## src/rtl/mhm_pkg.sv

```systemverilog
package mhm_pkg;

    typedef enum logic {
        OP_LOAD  = 1'b0,
        OP_STORE = 1'b1
    } mem_op_e;

    // A pair needs ordering unless both sides are loads.
    function automatic logic needs_order(input logic older_is_st,
                                         input logic younger_is_st);
        return older_is_st | younger_is_st;
    endfunction

endpackage

```

## src/rtl/mhm_addr_cmp.sv

```systemverilog
module mhm_addr_cmp #(
    parameter int N_SLOTS = 4,
    parameter int PW      = 9
) (
    input  logic [PW-1:0]               probe,
    input  logic [N_SLOTS-1:0][PW-1:0]  held,
    output logic [N_SLOTS-1:0]          hit
);

    for (genvar g = 0; g < N_SLOTS; g++) begin : g_cmp
        assign hit[g] = (held[g] == probe);
    end

endmodule

```

## src/rtl/mhm_hold_reduce.sv

```systemverilog
module mhm_hold_reduce #(
    parameter int N_SLOTS = 4
) (
    input  logic [N_SLOTS-1:0]              live,
    input  logic [N_SLOTS-1:0]              is_st,
    input  logic [N_SLOTS-1:0][N_SLOTS-1:0] blk,
    output logic [N_SLOTS-1:0]              rd_hold,
    output logic [N_SLOTS-1:0]              wr_hold
);

    for (genvar g = 0; g < N_SLOTS; g++) begin : g_row
        logic [N_SLOTS-1:0] eff;
        assign eff        = blk[g] & live;
        assign rd_hold[g] = live[g] & ~is_st[g] & (|(eff & is_st));
        assign wr_hold[g] = live[g] &  is_st[g] & (|eff);
    end

endmodule

```

## src/rtl/mem_hold_matrix.sv

```systemverilog
module mem_hold_matrix
    import mhm_pkg::*;
#(
    parameter int N_SLOTS = 4,
    parameter int ADDR_W  = 32,
    parameter int PA_LSB  = 3,
    parameter int PA_MSB  = 11,
    localparam int SW     = (N_SLOTS > 1) ? $clog2(N_SLOTS) : 1
) (
    input  logic               clk,
    input  logic               rst_n,
    input  logic               issue_valid,
    input  logic [SW-1:0]      issue_slot,
    input  logic               issue_is_store,
    input  logic [ADDR_W-1:0]  issue_addr,
    input  logic               done_valid,
    input  logic [SW-1:0]      done_slot,
    input  logic [N_SLOTS-1:0] cancel_mask,
    output logic [N_SLOTS-1:0] rd_hold,
    output logic [N_SLOTS-1:0] wr_hold
);

    localparam int PW = PA_MSB - PA_LSB + 1;

    typedef struct packed {
        logic [N_SLOTS-1:0]              live;
        logic [N_SLOTS-1:0]              is_st;
        logic [N_SLOTS-1:0][PW-1:0]      paddr;
        logic [N_SLOTS-1:0][N_SLOTS-1:0] age;   // age[i][j]: j issued before i
        logic [N_SLOTS-1:0][N_SLOTS-1:0] conf;  // conf[i][j]: i may clash with j
    } state_t;

    state_t state_q, state_d;

    logic [PW-1:0]                   probe;
    logic [N_SLOTS-1:0]              hit;
    logic [N_SLOTS-1:0]              free_vec;
    logic [N_SLOTS-1:0]              survive;
    logic                            accept;
    logic [N_SLOTS-1:0][N_SLOTS-1:0] blk;
    logic [N_SLOTS-1:0]              live_q;

    assign probe  = issue_addr[PA_MSB:PA_LSB];
    assign live_q = state_q.live;

    mhm_addr_cmp #(.N_SLOTS(N_SLOTS), .PW(PW)) u_cmp (
        .probe (probe),
        .held  (state_q.paddr),
        .hit   (hit)
    );

    always_comb begin
        for (int j = 0; j < N_SLOTS; j++) begin
            free_vec[j] = cancel_mask[j] | (done_valid && (done_slot == SW'(j)));
        end
        survive = state_q.live & ~free_vec;
        accept  = issue_valid && !state_q.live[issue_slot];

        state_d      = state_q;
        state_d.live = survive;

        for (int i = 0; i < N_SLOTS; i++) begin
            for (int j = 0; j < N_SLOTS; j++) begin
                if (free_vec[i] || free_vec[j]) begin
                    state_d.age[i][j]  = 1'b0;
                    state_d.conf[i][j] = 1'b0;
                end
            end
        end

        if (accept) begin
            state_d.live[issue_slot]  = 1'b1;
            state_d.is_st[issue_slot] = issue_is_store;
            state_d.paddr[issue_slot] = probe;
            for (int j = 0; j < N_SLOTS; j++) begin
                state_d.age[j][issue_slot]  = 1'b0;
                state_d.conf[j][issue_slot] = 1'b0;
                if (issue_slot == SW'(j)) begin
                    state_d.age[issue_slot][j]  = 1'b0;
                    state_d.conf[issue_slot][j] = 1'b0;
                end else begin
                    state_d.age[issue_slot][j]  = survive[j];
                    state_d.conf[issue_slot][j] = survive[j] && hit[j] &&
                        needs_order(state_q.is_st[j], issue_is_store);
                end
            end
        end
    end

    always_comb begin
        for (int i = 0; i < N_SLOTS; i++) begin
            blk[i] = state_q.age[i] & state_q.conf[i];
        end
    end

    mhm_hold_reduce #(.N_SLOTS(N_SLOTS)) u_reduce (
        .live    (state_q.live),
        .is_st   (state_q.is_st),
        .blk     (blk),
        .rd_hold (rd_hold),
        .wr_hold (wr_hold)
    );

    always_ff @(posedge clk) begin
        if (!rst_n) state_q <= '0;
        else        state_q <= state_d;
    end

endmodule

```

## config.mk

```make
export PLATFORM = sky130hd
export DESIGN_NAME = mem_hold_matrix
export DESIGN_NICKNAME = d
export VERILOG_FILES = /design/src/rtl/mhm_pkg.sv /design/src/rtl/mhm_addr_cmp.sv /design/src/rtl/mhm_hold_reduce.sv /design/src/rtl/mem_hold_matrix.sv
export SDC_FILE = /design/constraint.sdc
export NUM_CORES = 1
export LEC_CHECK = 0
export BUFFER_PORTS_ARGS = -buffer_cell sky130_fd_sc_hd__buf_2
export CAP_MARGIN = 20
export CORE_MARGIN = 2
export CORE_UTILIZATION = 56
export DETAILED_ROUTE_END_ITERATION = 6
export PLACE_DENSITY = 0.87
export SLEW_MARGIN = 20
export SYNTH_ARGS = -nofsm -noshare
export SYNTH_HDL_FRONTEND = slang
export SYNTH_HIERARCHICAL = 1
export SYNTH_SLANG_ARGS = --single-unit
```

## constraint.sdc

```tcl
create_clock -name clk -period 1.9 [get_ports clk]
set_input_delay 0 -clock clk [delete_from_list [all_inputs] [get_ports clk]]
set_output_delay 0 -clock clk [all_outputs]
set_load 0.1 [all_outputs]
```

Yosys cells after proc, flatten, opt, wreduce, memory -nomap -nowiden
Index checks and enable logic that the tools add are counted.
Widths: inputs -> output; s select.
{"block": "word_totals", "reg_bits": 76, "input_bits": 45, "elab_cells": 185}
{"block": "op_classes", "order_cmp": 2, "n_eq_ne": 10, "n_mux": 64, "bitwise_logic": 64, "reduce_logical": 31}
{"cell": "$mux 32", "n": 7}
{"cell": "$and 16x16->16", "n": 8}
{"cell": "$bwmux 16", "n": 8}
{"cell": "$and 4x4->4", "n": 21}
{"cell": "$mux 76", "n": 1}
{"cell": "$not 16->16", "n": 4}
{"cell": "$bwmux 36", "n": 1}
{"cell": "$eq 9x9->1", "n": 4}
{"cell": "$mux 1", "n": 35}
{"cell": "$demux 4 s2", "n": 4}
{"cell": "$reduce_or 4->1", "n": 8}
{"cell": "$demux 9 s2", "n": 1}
{"cell": "$and 1x1->1", "n": 16}
{"cell": "$logic_and 1x1->1", "n": 14}
{"cell": "$mux 9", "n": 1}
{"cell": "$eq 2x2->1 const B", "n": 4}
{"cell": "$not 4->4", "n": 2}
{"cell": "$or 1x1->1", "n": 8}
{"cell": "$logic_or 1x1->1", "n": 6}
{"cell": "$bwmux 4", "n": 1}
{"cell": "$eq 2x1->1 const B", "n": 2}
{"cell": "$logic_not 2->1", "n": 2}
{"cell": "$mux 4", "n": 1}
{"cell": "$not 1->1", "n": 4}
{"cell": "other kinds (8)", "n": 8}

Logic depth before layout (Yosys ltp)
{"block": "depth", "word_depth": 22, "mapped_depth": 7, "ltp_nobuf": 6}

Hierarchy
Netlist, hierarchy kept.
{"module": "mem_hold_matrix", "instances": 1, "cells_each": 359, "area_each_um2": 3151.8, "seq_area_each_um2": 1521.5}
{"module": "mhm_addr_cmp", "instances": 1, "cells_each": 53, "area_each_um2": 435.4, "seq_area_each_um2": 0.0}
{"module": "mhm_hold_reduce", "instances": 1, "cells_each": 40, "area_each_um2": 235.2, "seq_area_each_um2": 0.0}

Worst setup path before layout
Ideal clock, no wire load.
{"block": "synth_timing", "kind": "reg2out", "start": "register state_q, in the netlist live_q[0]", "end": "output rd_hold[3]", "arrival_ns": 3.176, "required_ns": 1.900, "slack_ns": -1.276, "stages_incl_launch_ff": 4, "n_path_buf": 1, "cell_sequence": "dfxtp_1 -> buf_4 -> nand3_1 -> a311oi_1"}
{"block": "synth_between", "elab_chain_len": 4}
{"item": "from (decl)", "line": "mem_hold_matrix.sv:33", "rtl": "state_t state_q, state_d;"}
{"item": "from (signal assigned)", "line": "mem_hold_matrix.sv:106", "rtl": "else state_q <= state_d;"}
{"item": "$and 4x4->4", "line": "mhm_hold_reduce.sv:13", "rtl": "assign eff = blk[g] & live;"}
{"item": "$and 4x4->4", "line": "mhm_hold_reduce.sv:14", "rtl": "assign rd_hold[g] = live[g] & ~is_st[g] & (|(eff & is_st));"}
{"item": "$reduce_or 4->1", "line": "mhm_hold_reduce.sv:14"}
{"item": "$and 1x1->1", "line": "mhm_hold_reduce.sv:14"}
{"item": "to (decl)", "line": "mem_hold_matrix.sv:19", "rtl": "output logic [N_SLOTS-1:0] rd_hold,"}
Every way passes these cells.

Worst setup path in the final report
{"block": "layout_timing", "start": "register state_q, in the netlist live_q[2]", "end": "output rd_hold[1]"}
Same word-level chain as after synthesis.

==> impl_metrics.ini <==
[critical_path]
r2r_slack_ns = 0.17
critical_path.endpoint_type = output pin
critPathLaunchType = flop
reg2regPathDepth = 6
r2r_end = state_q[7]
critPathRequiredTime_ns = 1.90
crit_arrival_ns = 1.83
crit_fanout = 12
crit_type = reg2out

[cts]
cts_buffers = 9
insertion_delay_ns = 0.36
postCtsSetupRepairBufs = 0
cts_tree = done
cts.sinks = 76
path_clk_slew_ns = 0.09
cts_root_buffer = clkbuf_8
cts_buffer_depth = 2
htreeDepth = 3

[timing]
slew_headroom = 0.566
worst_pin_slew_ns = 0.647
period_minus_slack_ns = 1.83
clock.fmax_mhz = 547
slew_viol_final = 0
fin_ws_ns = 0.0705
fin_worst_skew_ns = 0.0149
rsz0062_at_grt = false
finalHoldViolCount = 0
finalCritPeriodShare = 0.963
setup_viol = 0

[placement]
place_inst = 543
port_buffers = 29
pre_cts_ws_ns = 0.268
place_congestion = 0.903
hpwl_mm = 6.42

[logic_synthesis]
seq_area_frac_synth = 0.398
yosys_warnings = 6
netlist_area_um2 = 3820
syn_inst = 452
synth_edf_count = 0
synth-seq-cells = 76
async_reset_ff_frac = 0
synth.distinct_cells = 50
avgSynthCellArea_um2 = 8.46
synthFlopType = dfxtp_1
mappedNetlistNets = 497

[grt]
grt_usage = 0.271
antenna_found_initial = 0
grtUsageMet2 = 0.426
grt_pass1_vias = 3128
use_met3 = 0.0276
grt_max_degree = 67
grt.overflow.total = 0
use_met1 = 0.372
grt_first_pass_wirelength_mm = 15.7
grt.busiest_layer = met2

[final_layout]
utilization = 0.653
diodes = 0
layout.cells.non_filler = 568
drive_above_1_share = 0.156
nNetsFinal = 528
syn2layout_area_growth_pct = 14.2

[die]
num_rows = 30
core_um2 = 6680
dieWidth_um = 86.6
num_io_pins = 53
die-area_um2 = 7500
die_y_um = 86.6
initial_core_util = 0.572

[route]
drt_iter0_drc = 259
ant_nets = 0
wl_mm = 9.91
via_per_inst = 5.98
dr.pass1.iters = 5
wl_per_cell_um = 17.4
drcViolationCount = 0
vias = 3399

[power]
power_density_nw_per_um2 = 718
peakVddDrop_uv = 361
p_leak_nw = 1.49

[min_path]
worstHoldStart = issue_addr[9]
whs_path_depth = 3
hp-class = in2reg

[status]
run_status = finished, final reports clean

[flow_run]
cap_violations = 0
==> through the flow <==
| stage | power (mW) | setup TNS [ns] | hold slack (ns) | instance area (um^2) |
|---|---|---|---|---|
| after floorplan | 1.92 | -0.204 | 0.135 | 3880 |
| after global placement | 2.01 | 0 | 0.327 | 4090 |
| after detailed placement | 2.03 | 0 | 0.341 | 4090 |
| after CTS | 3.13 | 0 | 0.00375 | 4360 |
| after global routing | 3.24 | 0 | 0.00679 | 4360 |
| final | 3.13 | 0 | 0.0118 | 4360 |
==> worst max-delay path: stages (launching register included) <==
cell	delay, ns
dfxtp_1	0.62
nand3_1	0.21
a311oi_4	0.31
buf_4	0.33
==> Yosys cell counts (5+ instances only) <==
library cell	instances	area (um^2)
and2_1	22	138
buf_2	11	55.1
and3_1	6	37.5
nor2_1	7	26.3
a21boi_0	44	330
dfxtp_1	76	1520
nand3_1	24	120
xor2_1	8	70.1
nor2b_1	5	31.3
inv_1	6	22.5
xnor2_1	29	254
clkbuf_1	14	52.6
nand4_1	6	37.5
nand2_1	98	368
o21a_1	5	37.5
a21oi_1	20	100
o2bb2ai_1	5	43.8
==> layout make-up <==
class,count,area (um^2)
Sequential cell,76,1520
Inverter,6,22.5
Clock buffer,10,138
Clock inverter,6,40.0
Tap cell,80,100
Timing Repair Buffer,53,370
Fill cell,520,2320
Multi-Input combinational cell,337,2170
==> cells in the final DEF (no fill, tap or decap), types with 2 or more instances in the layout <==
cell type	n
nand2_1	98
dfxtp_1	76
a21boi_0	44
xnor2_1	29
buf_2	25
nand3_1	24
and2_1	22
buf_4	18
a21oi_1	16
clkbuf_8	10
dlygate4sd3_1	9
xor2_1	8
nor2_1	7
and3_1	6
inv_1	6
nand4_1	6
nor2b_1	5
o21a_1	5
o2bb2ai_1	5
a22o_1	4
nor3_1	4
clkinvlp_4	4
nor4_2	4
a22oi_1	4
a21oi_2	4
nand3b_1	3
o22ai_1	3
a311oi_4	3
nand2b_1	2
nand4bb_1	2
a211oi_1	2
o21ai_0	2
or3_1	2
mux2i_1	2
and4_1	2
o2111a_1	2
and3b_1	2
clkinv_2	2
==> timing repair <==
action / CTS / global route
gates resized for setup: 3 / 0
hold endpoints to repair: 17 / 0
endpoints found under the setup margin: 3 / 0
hold buffers: 9 / 0
==> worst max path at each step <==
stage,depth (start not counted),startpoint,slack [ns],endpoint
2_1_floorplan,3,live_q[0],-0.20,rd_hold[3]
3_3_place_gp,6,flop,0.32,state_q[7]
3_5_place_dp,4,live_q[3],0.27,state_q[27]
4_1_cts,3,live_q[2],0.07,rd_hold[0]
5_1_grt,8,issue_addr[8],0.001,state_q[3]
6_report,3,live_q[2],0.07,rd_hold[1]
==> power breakdown <==
part | internal, mW | switching, mW | total (mW)
Combinational | 0.145 | 0.209 | 0.354
Sequential | 1.63 | 0.0368 | 1.66
Clock | 0.504 | 0.613 | 1.12
Total | 2.28 | 0.859 | 3.13
==> cells by family (layout without fill, tap and decap cells) <==
group	Yosys count	count (layout)	synth area share
multiplexers	2	2	0.00524
buffers and inverters	39	75	0.0498
flip-flops	76	76	0.398
XOR/XNOR	37	37	0.0848
AND/OR/NAND/NOR	195	195	0.265
AO/OA/AOI/OAI	103	103	0.197
==> routing by layer <==
layer  vias to the layer above  wire length, um
met5                         -                0
met1                      1606             4300
met4                         0              236
met3                        18              564
met2                       148             4810
li1                       1627                -
Note: power is estimated with default switching activity, not from simulation.
